### config.mk
export PLATFORM = sky130hd
export DESIGN_NAME = nibble_irq_ctrl
export DESIGN_NICKNAME = d
export VERILOG_FILES = /design/src/rtl/nibble_irq_ctrl.sv
export SDC_FILE = /design/constraint.sdc
export NUM_CORES = 1
export LEC_CHECK = 0
export BUFFER_PORTS_ARGS = -buffer_cell sky130_fd_sc_hd__buf_2
export CAP_MARGIN = 10
export CORE_MARGIN = 10
export CORE_UTILIZATION = 30
export CTS_BUF_LIST = sky130_fd_sc_hd__clkbuf_2 sky130_fd_sc_hd__clkbuf_4 sky130_fd_sc_hd__clkbuf_8
export DETAILED_ROUTE_END_ITERATION = 16
export GPL_TIMING_DRIVEN = 0
export PLACE_DENSITY = 0.51
export SLEW_MARGIN = 20
export SYNTH_ARGS = -nofsm -noshare
export SYNTH_HDL_FRONTEND = slang
export SYNTH_SLANG_ARGS = --single-unit
export TNS_END_PERCENT = 1
### constraint.sdc
create_clock -name clk -period 35.5 [get_ports clk]
set_clock_uncertainty 0.15 [all_clocks]
set_input_delay 3.55 -clock clk [delete_from_list [all_inputs] [get_ports clk]]
set_output_delay 3.55 -clock clk [all_outputs]
set_load 0.1 [all_outputs]
### src/rtl/nibble_irq_ctrl.sv
module nibble_irq_ctrl #(
  parameter int NSRC = 28,
  parameter logic [NSRC-1:0] EXT_MASK = 28'h600000F,
  parameter int VEC_BASE = 64
) (
  input  logic                                clk,
  input  logic                                rst_n,
  input  logic                                wr_en,
  input  logic [$clog2((NSRC+7)/8)-1:0]       wr_sel,
  input  logic [31:0]                         wr_data,
  input  logic [$clog2((NSRC+7)/8)-1:0]       rd_sel,
  output logic [31:0]                         rd_data,
  input  logic [NSRC-1:0]                     src_in,
  output logic [2:0]                          irq_level,
  output logic [7:0]                          irq_vector
);
  localparam int NREG = (NSRC + 7) / 8;
  localparam int SELW = $clog2(NREG);

  logic [NSRC-1:0][2:0] prio;
  logic [NSRC-1:0]      pend_q;
  logic [NSRC-1:0]      src_q;
  logic [NSRC-1:0]      pending;
  logic [NSRC-1:0]      hit;
  logic [2:0]           best_lvl;
  logic [7:0]           best_idx;

  always_ff @(posedge clk or negedge rst_n)
    if (!rst_n) src_q <= '0;
    else        src_q <= src_in;

  for (genvar i = 0; i < NSRC; i++) begin : g_src
    localparam int TOP = 31 - 4 * (i % 8);
    assign hit[i] = wr_en && (wr_sel == SELW'(i / 8)) && wr_data[TOP];

    always_ff @(posedge clk or negedge rst_n)
      if (!rst_n)      prio[i] <= '0;
      else if (hit[i]) prio[i] <= wr_data[TOP-1 -: 3];

    if (EXT_MASK[i]) begin : g_ext
      always_ff @(posedge clk or negedge rst_n)
        if (!rst_n) pend_q[i] <= 1'b0;
        else        pend_q[i] <= (src_in[i] & ~src_q[i]) | (pend_q[i] & ~hit[i]);
      assign pending[i] = pend_q[i];

      p_edge_sets_r5: assert property (@(posedge clk) disable iff (!rst_n)
        (src_in[i] && !src_q[i]) |=> pending[i]);
      p_sticky_r5: assert property (@(posedge clk) disable iff (!rst_n)
        (pending[i] && !hit[i]) |=> pending[i]);
      p_ack_clears_r6: assert property (@(posedge clk) disable iff (!rst_n)
        (hit[i] && !(src_in[i] && !src_q[i])) |=> !pending[i]);
    end else begin : g_int
      always_ff @(posedge clk or negedge rst_n)
        if (!rst_n) pend_q[i] <= 1'b0;
        else        pend_q[i] <= 1'b0;
      assign pending[i] = src_in[i];
    end
  end

  always_comb begin
    rd_data = '0;
    for (int i = 0; i < NSRC; i++)
      if (rd_sel == SELW'(i / 8))
        rd_data[31 - 4 * (i % 8) -: 4] = {pending[i], prio[i]};
  end

  always_comb begin
    best_lvl = '0;
    best_idx = '0;
    for (int i = NSRC - 1; i >= 0; i--)
      if (pending[i] && prio[i] != 3'd0 && prio[i] >= best_lvl) begin
        best_lvl = prio[i];
        best_idx = 8'(i);
      end
  end

  always_ff @(posedge clk or negedge rst_n)
    if (!rst_n) begin
      irq_level  <= '0;
      irq_vector <= 8'(VEC_BASE);
    end else begin
      irq_level  <= best_lvl;
      irq_vector <= (best_lvl == 3'd0) ? 8'(VEC_BASE) : 8'(VEC_BASE + 1) + best_idx;
    end

  p_idle_vector_r9: assert property (@(posedge clk) disable iff (!rst_n)
    (irq_level == 3'd0) |-> (irq_vector == 8'(VEC_BASE)));
  p_vector_range_r8: assert property (@(posedge clk) disable iff (!rst_n)
    (irq_level != 3'd0) |-> (irq_vector > 8'(VEC_BASE) && irq_vector <= 8'(VEC_BASE + NSRC)));
  p_no_write_hold_r3: assert property (@(posedge clk) disable iff (!rst_n)
    !wr_en |=> $stable(prio));
  p_masked_idle_r4: assert property (@(posedge clk) disable iff (!rst_n)
    (prio == '0) |=> (irq_level == 3'd0));
endmodule

# Yosys cells after proc, flatten, opt, wreduce, memory -nomap -nowiden
# Cells that the tools add are included.
[classes] n_eq_ne=6 n_bitwise=30 n_reduce_logical=119 n_addsub=1 n_mux=85 magnitude_cmp=28
[op_table] cell="2-to-1 mux 5 bit" n=28
[op_table] cell="2-to-1 mux 4 bit" n=28
[op_table] cell="logical AND 1 bit" n=88
[op_table] cell="2-to-1 mux 3 bit" n=28
[op_table] cell="nonzero test 3 bit" n=28
[op_table] cell=">= comparator 3 bit" n=27
[op_table] cell="bitwise AND 1 bit" n=12
[op_table] cell="NOT 1 bit" n=12
[op_table] cell="adder 7 x 8 -> 8 bit (first input constant)" n=1
[op_table] cell="== test 2 bit (second input constant)" n=4
[op_table] cell="2-to-1 mux 8 bit" n=1
[op_table] cell="bitwise OR 1 bit" n=6
[op_table] cell="== test 2 x 1 -> 1 bit (second input constant)" n=2
[op_table] cell="logical NOT 2 bit" n=2
[op_table] cell=">= comparator 3 x 1 -> 1 bit (second input constant)" n=1
[op_table] cell="logical NOT 3 bit" n=1
[totals] input_bits=67 wordCells=306 out_inout_bits=43 ff_bits=128

# Depth between registers and ports, before layout
# Gate-level depths: netlist of the first run.
[depth] ltp_word=87 depth_mapped=225 ltp_nobuf=224

# Worst setup path after synthesis of the first run
# No wires, ideal clock.
[synth_path] path_type="input to register" from="input src_in[27]" to="register irq_vector[4]" t_arrival_ps=38568 path_slack_ps=-3304 setup_time_ps=86 path_stages=213 required_time_ps=35264 n_path_buf=0 path_cell_list="and2_1 -> ha_1 -> nor2b_4 -> o21ai_4 -> nand2_1 -> o21ai_0 -> ha_1 -> o22ai_1 -> a22o_1 -> mux2_2 -> ha_1 -> nand2b_1 -> and2_1 -> o21bai_1 -> a32o_1 -> mux2_2 -> ha_1 -> nand2b_1 -> (+177 left out) -> nand2b_1 -> a21oi_1 -> nor2b_1 -> o21a_1 -> a22o_1 -> ha_1 -> nand2b_1 -> a21o_1 -> a21oi_1 -> nor2b_1 -> o21a_1 -> a21o_1 -> nand2b_1 -> a21oi_1 -> ha_1 -> inv_1 -> o31a_1 -> nor3_1"
[synth_between] elab_chain_len=86 elab_cells_between_ends=115 classes_between="add/sub: 1; order compare: 27; mux: 57; reduce/logical: 30"
[synth_lines] element="start: declaration" line="13" rtl="input logic [NSRC-1:0] src_in,"
[synth_lines] element="logical AND 1 bit * (2 in a row)" line="71" rtl="if (pending[i] && prio[i] != 3'd0 && prio[i] >= best_lvl) begin"
[synth_lines] element="2-to-1 mux 3 bit" line="71"
[synth_lines] element=">= comparator 3 bit" line="71"
[synth_lines] element="logical AND 1 bit" line="71"
[synth_lines] element="2-to-1 mux 3 bit" line="71"
[synth_lines] element=">= comparator 3 bit" line="71"
[synth_lines] element="logical AND 1 bit" line="71"
[synth_lines] element="2-to-1 mux 3 bit" line="71"
[synth_lines] element="(+69 left out)"
[synth_lines] element=">= comparator 3 bit" line="71"
[synth_lines] element="logical AND 1 bit" line="71"
[synth_lines] element="2-to-1 mux 3 bit" line="71"
[synth_lines] element=">= comparator 3 bit" line="71"
[synth_lines] element="logical AND 1 bit" line="71"
[synth_lines] element="2-to-1 mux 5 bit / 2-to-1 mux 3 bit (equally long branches)" line="71"
[synth_lines] element="adder 7 x 8 -> 8 bit / logical NOT 3 bit (equally long branches)" line="83" rtl="irq_vector <= (best_lvl == 3'd0) ? 8'(VEC_BASE) : 8'(VEC_BASE + 1) + best_idx;"
[synth_lines] element="2-to-1 mux 8 bit *" line="83"
[synth_lines] element="end signal: assignment" line="80" rtl="irq_vector <= 8'(VEC_BASE);"
[synth_lines] element="end signal: assignment" line="83"
[synth_lines] element="end: declaration" line="15" rtl="output logic [7:0] irq_vector"
# Mark *: on every way between the ends. The rest lies on a longest branch, timed or not.
# A chain may end at the register's enable or synchronous reset.

# Worst setup path in the final report of the first run
# Same ends and word-level chain as after synthesis.

==> flow_summary.ini, run 1 <==
[run_status]
outcome = complete, but fails checks
violations = negative setup slack

[detailed_routing]
vias = 8392
wl_per_cell_um = 20.8
first_pass_iters = 5
first_iter_violations = 484
ant_nets = 0
drc = 0
viasPerCell = 5.39
wirelength_um = 32300

[yosys]
ys_seq_area_share_pct = 29.8
synth-edff-count = 0
synth.distinct_cells = 91
synth_ff_type = dfrtp_1
synthesis.instances = 991
synth_seq_cells = 105
ys_warn_count = 0
syn_area_per_cell_um2 = 8.91
syn_area_um2 = 8830
asyncSetResetFlopFracSynth_pct = 100

[sta]
setup_ws_ns = -2.99
fin_crit_sh_pct = 108
rsz0062_at_grt = yes
maxSlewViolCount = 0
final-setup-viol-count = 8
max_freq_mhz = 26.0
tightest_slew_ns = 1.14
fin_crit_ns = 38.49
hold_viol = 0
max_slew_margin_pct = 23.4

[die]
die_x_um = 192
num_rows = 62
core_um2 = 28900
initial_core_util_pct = 30.6
dieArea_um2 = 36700
pin_count = 110
die_h_um = 192

[final_layout]
drive_gt1_share_pct = 38.5
finalNetCount = 1268
synthToLayoutAreaGrowth_pct = 28.3
fillCellCount = 2979

[clock_tree]
cts_hold_buf = 0
cts_tree = done
cts.path.max_buffers = 2
cts_root_buf = clkbuf_8
htreeDepth = 3
cts_buffers = 9
clk_latency_ns = 0.40
cts.sinks = 105
clk_pin_slew_ns = 0.13

[global_route]
overflow = 0
grt_pass1_vias = 8475
grtUsageTotal_pct = 17.6
grt_max_degree = 54
antenna_found_initial = 3
grt_pass1_wl_um = 49800

[power_and_ir_drop]
totalPowerFinal_w = 0.00106
ir_worst_vdd_mv = 0.0299
p_per_area_nw_per_um2 = 93.8
p_leak_nw = 4.87

[hold_path]
hold_class = register to register

[worst_setup_path]
critPathLaunch = src_in[27]
ff2ff_path_depth = 217
critical_path_class = primary input to register
cp-end-kind = register
crit_required_ns = 35.67
cp_data_arrival_time_ns = 38.67
cp-start-kind = primary input
regToRegStartpoint = prio[80]$_DFFE_PN0P_
max_stage_delay_ns = 0.36
cp-endpoint = irq_vector[4]$_DFF_PN0_
rrSetupSlack_ns = -0.16
cp_common_cell = nand2b_4
crit_path_max_fanout = 6
cp_slowest_cell = maj3_2
r2r_end = irq_vector[4]$_DFF_PN0_

[place]
gp_congestion = 0.865
pre_cts_ws_ns = -5.47
dpl.hpwl_um = 26300
io_buffers = 104

[job]
max_cap_viol_count = 0
[state kept, by name, indices dropped and copies added (netlist names)]
name and cells:
irq_vector 6, prio 84, irq_level 3, pend_q 6, src_q 6
[logic make-up (layout without fill, tap and decap cells)]
kind of cell | after synthesis | count (layout) | share of synthesized area [%]
DFF | 105 | 105 | 29.8
and+or+nand+nor | 347 | 347 | 18.9
muxes | 125 | 125 | 17.7
adders and majority gates | 44 | 44 | 5.95
buffers and inverters | 78 | 258 | 3.54
xor gates and xnor gates | 1 | 1 | 0.0992
AOI/OAI and AO/OA | 289 | 289 | 24.0
other | 2 | 5 | 0.0851
[cells in the mapped netlist, types with 19 or more instances]
| library cell | number | area share [%] |
|---|---|---|
| a21oi_1 | 56 | 3.2 |
| and2_1 | 20 | 1.4 |
| dfrtp_1 | 105 | 30 |
| ha_1 | 34 | 4.8 |
| inv_1 | 52 | 2.2 |
| mux2_2 | 90 | 11 |
| mux2i_1 | 19 | 2.2 |
| nand2_1 | 144 | 6.1 |
| nand2b_1 | 32 | 2.3 |
| nand3_1 | 19 | 1.1 |
| nor2_1 | 66 | 2.8 |
| o21a_1 | 25 | 2.1 |
| o21ai_0 | 55 | 3.1 |
[critical path, delay by kind of cell]
kind,cells,cell delay (ns)
AND/OR/NAND/NOR,91,11.24
AO/OA/AOI/OAI,86,12.71
adder cells (fa/ha/maj),32,8.64
buffers and inverters,4,0.47
multiplexers,6,2.00
[worst min path at each step]
stage / depth (start not counted) / slack, ns / start / end
3_3_place_gp: 1 / 0.26 / src_q[25]$_DFF_PN0_ / pend_q[25]$_DFF_PN0_
2_1_floorplan: 1 / 0.25 / src_q[0]$_DFF_PN0_ / pend_q[0]$_DFF_PN0_
3_5_place_dp: 1 / 0.26 / src_q[26]$_DFF_PN0_ / pend_q[26]$_DFF_PN0_
5_1_grt: 1 / 0.27 / src_q[2]$_DFF_PN0_ / pend_q[2]$_DFF_PN0_
4_1_cts: 1 / 0.27 / src_q[2]$_DFF_PN0_ / pend_q[2]$_DFF_PN0_
6_report: 1 / 0.27 / src_q[2]$_DFF_PN0_ / pend_q[2]$_DFF_PN0_
[per-stage QoR]
stage / TNS [ns] / hold WS [ns] / std cells / utilization [%] / instance area, um^2
2_1_floorplan: -9.40 / 0.250 / 992 / - / 9360
3_3_place_gp: -39.23 / 0.258 / 1480 / 35.9 / 10400
3_5_place_dp: -41.35 / 0.258 / 1482 / 36.1 / 10400
4_1_cts: -21.16 / 0.266 / 1552 / 39.0 / 11200
5_1_grt: -39.93 / 0.268 / 1556 / 39.2 / 11300
6_report: -21.74 / 0.270 / 1558 / 39.3 / 11300
[report_power, final]
| group | internal (W) | total, W | switching [W] | leakage, nW |
|---|---|---|---|---|
| Combinational | 0.000357 | 0.000787 | 0.000430 | 3.52 |
| Clock | 0.0000352 | 0.0000857 | 0.0000505 | 0.107 |
| Sequential | 0.000147 | 0.000191 | 0.0000440 | 1.25 |
[metal layers]
layer	wire length, um	track usage (%)	vias up
met4	691	4.66	2
met5	7	0	-
met2	16200	31.0	156
met3	1170	2.53	34
met1	14300	21.8	4177
li1	-	-	4023
[placed cells by master, fill, tap and decap left out, drive strengths merged, types with 6 or more instances in the layout]
cell type / n
buf: 175
nand2: 144
dfrtp: 105
mux2: 90
nor2: 66
o21ai: 61
a21oi: 58
inv: 54
ha: 34
nand2b: 32
o21a: 25
clkbuf: 25
and2: 22
mux2i: 19
nand3: 19
mux4: 16
o211ai: 14
a31oi: 13
nor3: 12
a21boi: 12
and3: 11
or2: 11
maj3: 10
a211oi: 9
o221ai: 9
nor2b: 8
o2111ai: 8
o31ai: 8
o31a: 7
a32o: 7
a22oi: 6
nand4: 6
o21bai: 6
[layout make-up]
type / count / area [um^2] / share of cell area, %
antenna: 2 / 5.00 / 0.0442
buffer: 25 / 114 / 1.01
clock buffer: 10 / 131 / 1.16
clock inverter: 6 / 85.1 / 0.751
inverter: 52 / 195 / 1.72
multi-input combinational: 809 / 6690 / 59.0
sequential: 105 / 2630 / 23.2
tap: 384 / 480 / 4.24
timing repair buffer: 165 / 1000 / 8.87
[repair_timing]
item / 4_1_cts / 5_1_grt
gates resized for setup: 44 / 8
endpoints found under the hold margin: 0 / 0
buffers inserted: 55 / 4
gates cloned: 0 / 0
endpoints found under the setup margin: 8 / 8
pin swaps: 51 / 8
(Power assumes the default switching activity.)
==> run 2, diff against run 1 <==
Settings changed: ABC_AREA from default to 1, PLACE_DENSITY 0.51 to 0.52.
==> flow_summary.ini, run 2 <==
[detailed_routing]
first_pass_iters = 7
first_iter_violations = 608
vias = 7810
ant_nets = 0
wirelength_um = 27000
wl_per_cell_um = 17.0
drc = 0
viasPerCell = 4.92

[power_and_ir_drop]
clkPwrFrac_pct = 11.2
pwr-share-comb_pct = 67.0
switching_share_pct = 55.9
p_int_w = 0.000338
p_per_area_nw_per_um2 = 84.3
p_leak_nw = 4.79
ir_worst_vdd_mv = 0.0308
totalPowerFinal_w = 0.000766
switchingPower_w = 0.000428
pwr-share-seq_pct = 21.8

[global_route]
grt_pass1_wl_um = 42800
grtUsageTotal_pct = 16.3
grt_pass1_vias = 7716
overflow = 0
antenna_found_initial = 2
grt_max_degree = 59

[worst_setup_path]
cp_common_cell = inv_1
cp.depth = 208
cp_data_arrival_time_ns = 32.24
cp_slowest_cell = o21ai_0
cp-start-kind = primary input
crit_required_ns = 35.71
critical_path_class = primary input to register
crit_path_max_fanout = 7
critPathTopFamily = compound AO/OA/AOI/OAI gates
ff2ff_path_depth = 207
max_stage_delay_ns = 0.39
cp-end-kind = register
crit_buf_inv = 31

[place]
dpl.hpwl_um = 22500
place_area_um2 = 8860
gp_congestion = 0.860
io_buffers = 107

[job]
max_cap_viol_count = 0

[die]
dieArea_um2 = 32900
die_x_um = 181
core_um2 = 25800
die_h_um = 181
pin_count = 110
num_rows = 59
initial_core_util_pct = 30.3

[final_layout]
fillCellCount = 2873
top_register = prio
drive_gt1_share_pct = 18.1
largest_reg_flops = 84
fin_area_um2 = 9080
antenna_cells = 0
synthToLayoutAreaGrowth_pct = 16.2
final_common_cell = nand2_1
final_util_pct = 35.2
finalNetCount = 1347
layout_common_cells = 276 x nand2_1, 192 x inv_1, 136 x o21ai_0

[yosys]
asyncSetResetFlopFracSynth_pct = 100
synth.distinct_cells = 37
synth_top_area_share_pct = 33.6
syn_area_per_cell_um2 = 6.96
synth-edff-count = 0
synth_seq_cells = 105
synthTopCellsByCount = 276 x nand2_1, 192 x inv_1, 136 x o21ai_0
ys_seq_area_share_pct = 33.6
yosys.area.top_type = dfrtp_1
synth_ff_type = dfrtp_1
synth_most_common_cell = nand2_1
syn_area_um2 = 7820
ys_warn_count = 0
synthesis.instances = 1123
ys_top_cells_by_area = dfrtp_1 34%, nand2_1 13%, inv_1 9.2%

[clock_tree]
clk_latency_ns = 0.42
htreeDepth = 3
cts.path.max_buffers = 2
cts_buffers = 9
post_cts_resized = 0
cts.sinks = 105
clk_pin_slew_ns = 0.13
cts_tree = done
postCtsSetupRepairBufs = 0
cts_hold_buf = 0
cts_root_buf = clkbuf_8

[sta]
final-setup-viol-count = 0
rsz0062_at_grt = no
tightest_slew_ns = 0.977
max_slew_margin_pct = 34.4
hold_viol = 0
maxSlewViolCount = 0
fin_crit_sh_pct = 90.2
max_freq_mhz = 31.2
whs_ns = 0.277
fin_setup_tns_ns = 0
fin_crit_ns = 32.03

[run_status]
outcome = finished clean

[hold_path]
min_path_cells = 1
hold_class = register to register
[run 2: power groups by stage]
| stage | combinational, W | clock, W | sequential, W |
|---|---|---|---|
| finish | 0.000513 | 0.0000860 | 0.000167 |
| global route | 0.000584 | 0.0000922 | 0.000170 |
| CTS | 0.000516 | 0.0000883 | 0.000166 |
| detailed placement | 0.000513 | 0 | 0.000168 |
| global placement | 0.000507 | 0 | 0.000169 |
| floorplan | 0.000378 | 0 | 0.000189 |
[run 2: cell type report]
cell class	count	area (um^2)	area share, %
buffer	10	45.0	0.496
clock buffer	9	124	1.36
clock inverter	7	98.8	1.09
inverter	196	736	8.10
multi-input combinational	813	4430	48.8
sequential	105	2630	28.9
tap	335	419	4.61
timing repair buffer	111	603	6.64
[run 2: final timing paths]
| path | from | endpoint | slack (ns) |
|---|---|---|---|
| setup reg to reg | prio[83]$_DFFE_PN0P_ | irq_vector[3]$_DFF_PN0_ | 6.26 |
| min in group asynchronous | rst_n | prio[80]$_DFFE_PN0P_ | 2.91 |
| setup / recovery | src_in[27] | irq_vector[3]$_DFF_PN0_ | 3.47 |
| hold reg to reg | src_q[0]$_DFF_PN0_ | pend_q[0]$_DFF_PN0_ | 0.28 |
| max in group asynchronous | rst_n | prio[46]$_DFFE_PN0P_ | 31.65 |
| hold / removal | src_q[0]$_DFF_PN0_ | pend_q[0]$_DFF_PN0_ | 0.28 |
[run 2: cells by family after synthesis]
logic type,count (synthesis),synth area share [%]
AOI/OAI and AO/OA,283,20.3
xor gates and xnor gates,1,0.112
adders and majority gates,34,5.44
buffers and inverters,206,9.98
DFF,105,33.6
other,2,0.0960
and+or+nand+nor,492,30.5
[run 2: per-layer routing]
metal  up-vias  track usage (%)  wire length (um)
li1       3955                -                 -
met1      3608             22.0             12700
met2       195             25.9             12200
met3        48             2.17              1320
met4         4             6.31               784
met5         -                0                21
[run 2: stage by stage]
step | cells | setup slack (ns)
2_1_floorplan | 1124 | 8.08
3_3_place_gp | 1566 | 3.43
3_5_place_dp | 1570 | 3.14
6_report | 1586 | 3.47
4_1_cts | 1586 | 3.50
5_1_grt | 1586 | 0.134
[run 2: worst reg2reg max path: cells and delay by family, from the launching register on]
family                     cells  cell delay, ns
DFF                            1            0.44
buffers and inverters         29            1.84
AOI/OAI and AO/OA             62            9.66
and+or+nand+nor               89            9.00
adders and majority gates     27            8.03
==> run 3, diff against run 2 <==
Settings changed: BUFFER_PORTS_ARGS -buffer_cell sky130_fd_sc_hd__buf_2 to -buffer_cell sky130_fd_sc_hd__clkbuf_2.
==> flow_summary.ini, run 3 (same netlist as run 2, synthesis figures left out) <==
[power_and_ir_drop]
totalPowerFinal_w = 0.000760
p_per_area_nw_per_um2 = 83.8
p_leak_nw = 4.79
ir_worst_vdd_mv = 0.0297

[worst_setup_path]
cp-start-kind = primary input
cp_common_cell = inv_1
rrSetupSlack_ns = 6.34
cp-end-kind = register
max_stage_delay_ns = 0.40
crit_required_ns = 35.71
critical_path_class = primary input to register
crit_path_max_fanout = 7
cp_data_arrival_time_ns = 32.16
critPathTopFamily = compound AO/OA/AOI/OAI gates
cp_slowest_cell = o21ai_0
crit_buf_inv = 31

[clock_tree]
cts_tree = done
cts_buffers = 9
clk_latency_ns = 0.42
cts.path.max_buffers = 2
cts.sinks = 105
cts_root_buf = clkbuf_8
cts_hold_buf = 0
postCtsSetupRepairBufs = 0
clk_pin_slew_ns = 0.14
htreeDepth = 3
post_cts_resized = 0

[final_layout]
layout_common_cells = 276 x nand2_1, 192 x inv_1, 136 x o21ai_0
final_cells = 1586
largest_reg_flops = 84
final_common_cell = nand2_1
antenna_cells = 0
drive_gt1_share_pct = 18.1
synthToLayoutAreaGrowth_pct = 16.0
top_register = prio
finalNetCount = 1347

[place]
pre_cts_ws_ns = 3.21
dpl.cell_count = 1570
gp_congestion = 0.861
dpl.hpwl_um = 22400
io_buffers = 107

[sta]
fin_setup_tns_ns = 0
hold_viol = 0
fin_crit_ns = 31.95
tightest_slew_ns = 0.914
maxSlewViolCount = 0
whs_ns = 0.278
fin_crit_sh_pct = 90.0
setup_ws_ns = 3.55
final-setup-viol-count = 0
max_freq_mhz = 31.3
max_slew_margin_pct = 38.6
rsz0062_at_grt = no

[global_route]
grt_pass1_vias = 7672
antenna_found_initial = 0
overflow = 0
grtUsageTotal_pct = 16.1
grt_pass1_wl_um = 42200
grt_max_degree = 56

[detailed_routing]
vias = 7838
wl_per_cell_um = 17.0
viasPerCell = 4.94
first_pass_iters = 5
first_iter_violations = 648
ant_nets = 0
wirelength_um = 26900
drc = 0

[die]
die_x_um = 181
initial_core_util_pct = 30.3
dieArea_um2 = 32900
die_h_um = 181
num_rows = 59
core_um2 = 25800
pin_count = 110

[job]
max_cap_viol_count = 0

[hold_path]
hold_class = register to register

[run_status]
outcome = finished clean
[run 3: changes by cell type in the layout (fill, tap and decap cells not counted)]
cell	before	now
buf_2	106	0
clkbuf_2	0	106
buf_6	4	3
bufinv_16	1	0
clkbuf_8	9	10
clkinv_4	1	0
inv_6	1	2
inv_8	1	2
[run 3: worst paths after layout]
path,start,end,cells past startpoint
worst max-delay path,src_in[27],irq_vector[3]$_DFF_PN0_,209
worst min-delay path,src_q[0]$_DFF_PN0_,pend_q[0]$_DFF_PN0_,1
worst max register to register,prio[83]$_DFFE_PN0P_,irq_vector[3]$_DFF_PN0_,208
worst min register to register,src_q[0]$_DFF_PN0_,pend_q[0]$_DFF_PN0_,1
max in group asynchronous,rst_n,prio[45]$_DFFE_PN0P_,2
min in group asynchronous,rst_n,prio[79]$_DFFE_PN0P_,1
[run 3: report_power, final]
group          internal (W)  switching, W
sequential         0.000144     0.0000227
clock             0.0000282     0.0000518
combinational      0.000159      0.000354
[run 3: layout make-up]
cell class	count	area (um^2)
Timing Repair Buffer	111	606
Clock inverter	7	80.1
Buffer	10	45.0
Fill cell	2815	16800
Tap cell	335	419
Clock buffer	9	124
Sequential cell	105	2630
Inverter	196	736
Multi-Input combinational cell	813	4430
[run 3: per-layer routing]
layer	global-route usage, %	share of wire (%)	up-vias
met2	25.9	46	159
met5	0	0	-
met1	21.6	48	3687
li1	-	-	3957
met4	5.86	2.4	0
met3	2.21	4.3	35
[run 3: per-stage QoR]
step | utilization, % | instance area [um^2]
floorplan | - | 7820
finish | 35.1 | 9070
detailed placement | 34.3 | 8860
CTS | 35.1 | 9070
global placement | 34.0 | 8780
global route | 35.1 | 9070
